--- config.mk ---
export PLATFORM = sky130hd
export DESIGN_NAME = spwm_bridge
export DESIGN_NICKNAME = d
export VERILOG_FILES = /design/src/rtl/spwm_pkg.sv /design/src/rtl/spwm_ctrl.sv /design/src/rtl/spwm_dpath.sv /design/src/rtl/spwm_bridge.sv
export SDC_FILE = /design/constraint.sdc
export NUM_CORES = 2
export LEC_CHECK = 0
export BUFFER_PORTS_ARGS = -buffer_cell sky130_fd_sc_hd__buf_4
export CORE_MARGIN = 3
export CORE_UTILIZATION = 40
export DETAILED_ROUTE_END_ITERATION = 16
export SYNTH_ARGS = -nofsm -noshare
export SYNTH_HDL_FRONTEND = slang
export SYNTH_SLANG_ARGS = --single-unit
export TNS_END_PERCENT = 1
--- constraint.sdc ---
create_clock -name clk -period 10.05 [get_ports clk]
set_input_delay 1.005 -clock clk [delete_from_list [all_inputs] [get_ports clk]]
set_output_delay 1.005 -clock clk [all_outputs]
set_load 0.005 [all_outputs]
--- src/rtl/spwm_pkg.sv ---
package spwm_pkg;
  typedef struct packed {
    logic run;     // carrier active
    logic reload;  // carrier at minimum: latch a new duty pair
  } ctrl_stb_t;
endpackage

--- src/rtl/spwm_ctrl.sv ---
module spwm_ctrl
  import spwm_pkg::*;
#(
  parameter int CNT_W  = 15,
  parameter int ADDR_W = 8
) (
  input  logic              clk,
  input  logic              rstN,
  input  logic              enable,
  input  logic              fault,
  input  logic [CNT_W-1:0]  modulus,
  input  logic [ADDR_W-1:0] tableLen,
  output logic [CNT_W-1:0]  cnt,
  output logic [ADDR_W-1:0] ptr,
  output ctrl_stb_t         stb
);
  logic countUp;
  logic run;
  logic [CNT_W:0]  cntInc;
  logic [ADDR_W:0] ptrInc;

  assign run    = enable && !fault;
  assign cntInc = {1'b0, cnt} + 1'b1;
  assign ptrInc = {1'b0, ptr} + 1'b1;

  always_comb begin
    stb.run    = run;
    stb.reload = run && (cnt == '0);
  end

  // triangular carrier
  always_ff @(posedge clk) begin
    if (!rstN || !run) begin
      cnt     <= '0;
      countUp <= 1'b1;
    end else if (countUp) begin
      if (cntInc >= {1'b0, modulus}) begin
        cnt     <= modulus;
        countUp <= 1'b0;
      end else begin
        cnt <= cntInc[CNT_W-1:0];
      end
    end else begin
      if (cnt <= 1) begin
        cnt     <= '0;
        countUp <= 1'b1;
      end else begin
        cnt <= cnt - 1'b1;
      end
    end
  end

  // sine table pointer
  always_ff @(posedge clk) begin
    if (!rstN || !run) begin
      ptr <= '0;
    end else if (stb.reload) begin
      if (ptrInc >= {1'b0, tableLen}) ptr <= '0;
      else                            ptr <= ptrInc[ADDR_W-1:0];
    end
  end

  AST_CNT_BOUND: assert property (@(posedge clk) disable iff (!rstN)
    ($stable(modulus) && $past(cnt <= modulus)) |-> (cnt <= modulus));
  AST_PTR_RANGE: assert property (@(posedge clk) disable iff (!rstN)
    ($stable(tableLen) && tableLen != '0 && $past(ptr < tableLen)) |-> (ptr < tableLen));
  AST_STOP_ZERO: assert property (@(posedge clk) disable iff (!rstN)
    $past(!run) |-> (cnt == '0));
endmodule

--- src/rtl/spwm_dpath.sv ---
module spwm_dpath
  import spwm_pkg::*;
#(
  parameter int CNT_W  = 15,
  parameter int ADDR_W = 8,
  parameter int DT_W   = 8
) (
  input  logic              clk,
  input  logic              rstN,
  input  ctrl_stb_t         stb,
  input  logic [CNT_W-1:0]  cnt,
  input  logic [ADDR_W-1:0] ptr,
  input  logic [CNT_W-1:0]  modulus,
  input  logic [DT_W-1:0]   deadTime,
  input  logic              fault,
  input  logic              tblWrEn,
  input  logic [ADDR_W-1:0] tblWrAddr,
  input  logic [CNT_W-1:0]  tblWrData,
  output logic [1:0]        gateHi,
  output logic [1:0]        gateLo
);
  localparam int DEPTH = 1 << ADDR_W;
  localparam int LEGS  = 2;

  logic [CNT_W-1:0] pwTable [DEPTH];
  logic [CNT_W-1:0] entry;
  logic [CNT_W-1:0] mirror;
  logic [CNT_W-1:0] duty [LEGS];
  logic [LEGS-1:0]  raw;

  always_ff @(posedge clk) begin
    if (tblWrEn) pwTable[tblWrAddr] <= tblWrData;
  end

  assign entry  = pwTable[ptr];
  assign mirror = (entry >= modulus) ? '0 : (modulus - entry);

  always_ff @(posedge clk) begin
    if (!rstN) begin
      duty[0] <= '0;
      duty[1] <= '0;
    end else if (stb.reload) begin
      duty[0] <= entry;
      duty[1] <= mirror;
    end
  end

  AST_DUTY_HOLD: assert property (@(posedge clk) disable iff (!rstN)
    !$past(stb.reload) |-> ($stable(duty[0]) && $stable(duty[1])));

  for (genvar i = 0; i < LEGS; i++) begin : g_leg
    logic            curRaw;
    logic [DT_W-1:0] dtCnt;

    assign raw[i] = (duty[i] >= modulus) || (cnt < duty[i]);

    always_ff @(posedge clk) begin
      if (!rstN || !stb.run) begin
        curRaw <= 1'b0;
        dtCnt  <= deadTime;
      end else if (raw[i] != curRaw) begin
        curRaw <= raw[i];
        dtCnt  <= deadTime;
      end else if (dtCnt != '0) begin
        dtCnt <= dtCnt - 1'b1;
      end
    end

    assign gateHi[i] = curRaw  && (dtCnt == '0) && stb.run && !fault;
    assign gateLo[i] = !curRaw && (dtCnt == '0) && stb.run && !fault;

    AST_NO_SHOOT: assert property (@(posedge clk) disable iff (!rstN)
      !(gateHi[i] && gateLo[i]));
    AST_DEAD_GAP_HI: assert property (@(posedge clk) disable iff (!rstN)
      ($rose(gateHi[i]) && $stable(deadTime) && deadTime != '0) |-> $past(!gateLo[i]));
    AST_DEAD_GAP_LO: assert property (@(posedge clk) disable iff (!rstN)
      ($rose(gateLo[i]) && $stable(deadTime) && deadTime != '0) |-> $past(!gateHi[i]));
  end
endmodule

--- src/rtl/spwm_bridge.sv ---
module spwm_bridge
  import spwm_pkg::*;
#(
  parameter int CNT_W  = 15,
  parameter int ADDR_W = 8,
  parameter int DT_W   = 8
) (
  input  logic              clk,
  input  logic              rstN,
  input  logic              enable,
  input  logic              fault,
  input  logic              tblWrEn,
  input  logic [ADDR_W-1:0] tblWrAddr,
  input  logic [CNT_W-1:0]  tblWrData,
  input  logic [CNT_W-1:0]  modulus,
  input  logic [DT_W-1:0]   deadTime,
  input  logic [ADDR_W-1:0] tableLen,
  output logic              legAHi,
  output logic              legALo,
  output logic              legBHi,
  output logic              legBLo
);
  ctrl_stb_t         stb;
  logic [CNT_W-1:0]  cnt;
  logic [ADDR_W-1:0] ptr;
  logic [1:0]        gateHi;
  logic [1:0]        gateLo;

  spwm_ctrl #(.CNT_W(CNT_W), .ADDR_W(ADDR_W)) u_ctrl (
    .clk(clk), .rstN(rstN), .enable(enable), .fault(fault),
    .modulus(modulus), .tableLen(tableLen),
    .cnt(cnt), .ptr(ptr), .stb(stb)
  );

  spwm_dpath #(.CNT_W(CNT_W), .ADDR_W(ADDR_W), .DT_W(DT_W)) u_dpath (
    .clk(clk), .rstN(rstN), .stb(stb), .cnt(cnt), .ptr(ptr),
    .modulus(modulus), .deadTime(deadTime), .fault(fault),
    .tblWrEn(tblWrEn), .tblWrAddr(tblWrAddr), .tblWrData(tblWrData),
    .gateHi(gateHi), .gateLo(gateLo)
  );

  assign legAHi = gateHi[0];
  assign legALo = gateLo[0];
  assign legBHi = gateHi[1];
  assign legBLo = gateLo[1];

  AST_FAULT_OFF: assert property (@(posedge clk) disable iff (!rstN)
    fault |-> !(legAHi || legALo || legBHi || legBLo));
  AST_IDLE_OFF: assert property (@(posedge clk) disable iff (!rstN)
    !enable |-> !(legAHi || legALo || legBHi || legBLo));
endmodule

## Yosys cells after proc, flatten, opt, wreduce, memory -nomap -nowiden

Memory sizes are Yosys's and may differ from the RTL's. A register that Yosys moved wholly into a read port is not among the register bits.
Cells that the tools add are included.

- Memories: 2
- Register bits after elaboration: 42
- Output and inout bits: 4
- RAM bits: 3870
- Logic and storage cells: 80

- Bitwise operators: 2
- Reductions and logical operators: 29
- Equal/unequal tests: 2
- Multiplexer cells: 24
- Order comparisons: 8
- $add $sub $neg: 6

Memory list:

| memory | words | bits a word | read ports | clocked after Yosys merged registers in | wr ports | line | text |
|---|---|---|---|---|---|---|---|
| u_dpath.pwTable | 256 | 15 | 1 | 1 | 1 | spwm_dpath.sv:25 | `logic [CNT_W-1:0] pwTable [DEPTH];` |
| u_dpath.duty | 2 | 15 | 2 | 0 | 2 | spwm_dpath.sv:28 | `logic [CNT_W-1:0] duty [LEGS];` |

Operators with widths:

| kind | count |
|---|---|
| 15-bit 2-to-1 mux | 6 |
| 8-bit 2-to-1 mux | 9 |
| 15-bit >= comparator | 3 |
| 15-bit less-than comparator | 2 |
| 15-bit by 1-bit adder with 16-bit output, second input constant | 1 |
| 16-bit by 15-bit >= comparator with 1-bit output | 1 |
| 8-bit zero test | 2 |
| 8-bit nonzero test | 2 |
| 8-bit by 1-bit subtractor with 8-bit output, second input constant | 2 |
| 15-bit by 1-bit <= comparator with 1-bit output, second input constant | 1 |
| 15-bit zero test | 1 |
| 15-bit by 1-bit subtractor with 15-bit output, second input constant | 1 |
| 15-bit subtractor | 1 |
| 1-bit logical AND | 14 |
| 8-bit by 1-bit adder with 9-bit output, second input constant | 1 |
| 9-bit by 8-bit >= comparator with 1-bit output | 1 |
| 1-bit 2-to-1 mux | 9 |
| 3-bit nonzero test | 2 |
| 1-bit zero test | 5 |
| 1-bit logical OR | 3 |
| 1-bit inequality test | 2 |
| 1-bit OR | 2 |

## Depth between registers and ports, before layout

- Depth in word-level cells: 7
- Mapped depth: 23

## By module

A second synthesis with hierarchy kept.

- Cells, all modules: 7236
- Area total of the unflattened synthesis: 153947.6 µm²

Modules (own cells, without submodules):

| module | times used | area an instance (µm²) | cells an instance |
|---|---|---|---|
| spwm_dpath | 1 | 151691.7 | 6953 |
| spwm_ctrl | 1 | 2255.9 | 283 |

## Least setup slack after synthesis

OpenSTA, ideal clock, no wires.

- Kind: reg-to-reg
- Start: register with a tool-made name
- End: memory u_dpath.duty[1][1], in the netlist u_dpath.duty[0][16], data pin
- Path slack: 5.431 ns
- Stages on the path, launching flop included: 19
- Path buffers: 6
- Library setup time: 0.269 ns
- Period minus slack after synthesis: 4.619 ns
- Arrival time: 4.349 ns
- Cells stage by stage: dfxtp_1 buf_6 buf_12 buf_8 buf_6 buf_6 mux4_2 a221oi_1 o22ai_1 o311ai_1 ha_1 a2111o_1 o2111ai_1 nand2_1 a211oi_1 o21bai_1 a21boi_0 clkbuf_1 nor3b_1

RTL lines:

| what | line |
|---|---|
| end: declaration | spwm_dpath.sv:28 |

==> results.sh <==
export IMPL_outcome="complete, but fails checks"
export IMPL_violations="max-capacitance violations, max-slew violations"
export IMPL_start_kind="flop"
export IMPL_setup_viol=0
export IMPL_dpl_cell_area_um2=162000
export IMPL_final_util=0.456
export IMPL_cts_setup_buffers=0
export IMPL_yosysWarnings=0
export IMPL_p_clk_frac=0.437
export IMPL_min_period_ps=7090
export IMPL_ys_dominant_reg_cell="edfxtp_1"
export IMPL_cts_max_path_buffers=4
export IMPL_p_int_w=0.0264
export IMPL_irDropWorstVdd_uv=165
export IMPL_worst_pin_slew_ps=1520
export IMPL_insertion_delay_ps=960
export IMPL_max_cap_violations=2
export IMPL_grt_usage=0.223
export IMPL_critPathMaxFanout=61
export IMPL_hold_viol_final=0
export IMPL_max_freq_mhz=141
export IMPL_hold_buffers=0
export IMPL_start_util=0.402
export IMPL_netSwitchingFraction=0.203
export IMPL_drt_first_pass_iters=5
export IMPL_combPwrFrac=0.020
export IMPL_hpwl_um=273000
export IMPL_path_clk_slew_ps=60
export IMPL_reg2reg_to="u_dpath.duty[0][27]$_SDFFCE_PP0P_"
export IMPL_fin_area_um2=174000
export IMPL_seqPwrFrac=0.543
export IMPL_async_flop_share=0
export IMPL_htreeDepth=5
export IMPL_period_share=0.706
export IMPL_ys_seq_area_frac=0.763
export IMPL_synth_seq_cells=3920
export IMPL_drc=0
export IMPL_multi_input_area_um2=33800
export IMPL_antenna_found_initial=34
export IMPL_min_path_type="primary input to flop"
export IMPL_io_buffers=62
export IMPL_fin_skew_ps=48.5
export IMPL_synth_edf_count=3886
export IMPL_row_count=227
export IMPL_grt_pass1_vias=78000
export IMPL_syn_area_per_cell_um2=21.2
export IMPL_routedWlPerCell_um=33.7
export IMPL_cts_resized=0
export IMPL_p_leak_nw=53.6
export IMPL_power_w=0.0332
export IMPL_register_area_um2=117000
export IMPL_num_fill_cells=31600
export IMPL_max_slew_margin_rel=-0.0258
export IMPL_core_area_um2=383000
export IMPL_cts_tree="yes"
export IMPL_cellPowerDensity_nw_per_um2=190
export IMPL_drive_above_1_share=0.253
export IMPL_die_w_um=626
export IMPL_cts_buffers=396
export IMPL_cts_sinks=3920
export IMPL_dp_cells=12400
export IMPL_yosysTopAreaCell="edfxtp_1"
export IMPL_fp_dieH_um=626
export IMPL_overflow=0
export IMPL_synth_nets=7428
export IMPL_syn_cell_area_um2=154000
export IMPL_rsz0062_at_grt="no"
export IMPL_final_cells=13100
export IMPL_globalplace_congestion=0.927
export IMPL_vias=79300
export IMPL_syn_to_final_growth_pct=13.4
export IMPL_switching_power_w=0.00675
export IMPL_nets=7919
export IMPL_cp_endpoint="u_dpath.duty[0][27]$_SDFFCE_PP0P_"
export IMPL_initialDrtViolationCount=11400
export IMPL_vias_per_cell=6.04
export IMPL_setup_worst_path_end_class="flop"
export IMPL_tns_ps=0
export IMPL_synth_top_area_frac=0.759
export IMPL_fp_dieArea_um2=392000
export IMPL_slew_viol_final=2
export IMPL_ys_types=78
export IMPL_grt_max_degree=126
export IMPL_grt_pass1_wl_um=618000
export IMPL_ys_top_cells_by_area="edfxtp_1, mux4_2, mux2i_1, nor2_1, ha_1"
export IMPL_rrSetupSlack_ps=2960
export IMPL_cts_root_buffer="clkbuf_16"
export IMPL_required_ps=10700
export IMPL_critPathKind="flop to flop"
export IMPL_syn_inst=7265
export IMPL_antenna_left=0
export IMPL_crit_arrival_ps=7750
export IMPL_rr_worst_depth=19
export IMPL_drt_wl_total_um=443000
export IMPL_io_pins=63
[per-layer routing]
layer	vias up	wire [um]	GRT usage
met5	-	105	0
met4	16	20400	0.0924
met3	797	42000	0.0481
met2	4235	208000	0.348
met1	42700	172000	0.305
li1	31500	-	-
[worst min path at each step]
stage,start,end,slack [ps],cells past startpoint
detailed placement,u_ctrl.ptr[7]$_SDFFE_PP0P_,u_ctrl.ptr[7]$_SDFFE_PP0P_,550,1
global placement,u_ctrl.ptr[7]$_SDFFE_PP0P_,u_ctrl.ptr[7]$_SDFFE_PP0P_,540,1
floorplan,u_ctrl.ptr[7]$_SDFFE_PP0P_,flop,500,1
CTS,deadTime[6],u_dpath.g_leg[0].dtCnt[6]$_DFFE_PP_,270,2
global route,deadTime[6],u_dpath.g_leg[0].dtCnt[6]$_DFFE_PP_,310,2
finish,deadTime[6],u_dpath.g_leg[0].dtCnt[6]$_DFFE_PP_,350,2
[sequential cells by signal, summed over array words and instances (netlist names), named ones only]
register,flops
u_ctrl.countUp,1
u_ctrl.ptr,8
u_dpath.g_leg.curRaw,2
u_dpath.duty,30
u_ctrl.cnt,15
u_dpath.g_leg.dtCnt,16
u_dpath.pwTable,3840
[worst max-delay path: stages, from the launching register on]
cell	delay, ps
dfxtp_4	800
buf_12	480
inv_2	390
buf_4	380
nor2_1	890
a221oi_1	220
o21ai_0	170
o211ai_1	140
o22ai_1	400
a311o_1	620
ha_1	380
nor2b_1	150
o31a_1	290
o2111ai_1	220
nand2_1	140
a211oi_1	240
o21bai_1	130
a21boi_0	220
buf_4	230
nor4_1	80
[synth_stat cells, drive strengths merged, types with 6 or more instances]
library cell and n:
edfxtp 3886, mux4 931, nor2 393, buf 269, mux2i 188, nand2 182
clkbuf 133, o22ai 126, ha 103, a22oi 89, nand3 86, nor3 78
inv 77, o21ai 70, a21oi 67, a221oi 65, o211ai 40, dfxtp 34
nand4 33, xnor2 33, a211oi 30, a22o 30, a31oi 28, nor2b 27
mux2 26, nor4 26, and2 22, xor2 18, and3 15, nand2b 14
a21o 13, or4 12, o2111ai 11, o221ai 11, a32o 10, o311ai 8
a2111oi 7, a211o 7, a32oi 7, or3 7, o21a 6
[metrics by stage]
stage	worst slack [ps]	hold slack, ps
after CTS	3160	272
after global placement	3170	542
after global routing	2690	308
final	2960	351
after detailed placement	3200	548
after floorplan	5430	504
[logic make-up (layout without fill, tap and decap cells)]
logic type | Yosys count | after routing | share of synthesized area
XOR/XNOR | 51 | 51 | 0.00290
flip-flops | 3920 | 3920 | 0.763
multiplexers | 1145 | 1145 | 0.151
other | 0 | 16 | 0
AND/OR/NAND/NOR | 910 | 910 | 0.0266
AO/OA/AOI/OAI | 656 | 656 | 0.0303
buffers and inverters | 479 | 1289 | 0.0180
adder cells (fa/ha/maj) | 104 | 104 | 0.00851
[power by group through the flow]
stage / Sequential (W) / Combinational, W / Clock (W)
after global routing: 0.0180 / 0.000713 / 0.0154
after CTS: 0.0180 / 0.000670 / 0.0147
final: 0.0180 / 0.000668 / 0.0145
after floorplan: 0.0184 / 0.000251 / 0
after global placement: 0.0184 / 0.000642 / 0
after detailed placement: 0.0184 / 0.000670 / 0
[area by class of cell]
| class | count | share of cell area |
|---|---|---|
| Multi-Input combinational cell | 2866 | 0.194 |
| Sequential cell | 3920 | 0.673 |
| Tap cell | 5038 | 0.0361 |
| Timing Repair Buffer | 495 | 0.0230 |
| Clock buffer | 500 | 0.0598 |
| Clock inverter | 217 | 0.0126 |
| Inverter | 77 | 0.00170 |
| Antenna cell | 16 | 0.000230 |
[cells in the final DEF (no fill, tap or decap), drive strengths merged, types with 65 or more instances in the layout]
master / count
edfxtp: 3886
mux4: 931
clkbuf: 504
buf: 491
nor2: 393
mux2i: 188
nand2: 182
clkinv: 160
o22ai: 126
ha: 103
inv: 92
a22oi: 89
nand3: 86
nor3: 78
o21ai: 70
a21oi: 67
a221oi: 65
No activity file was read; power rests on OpenSTA's default activity.
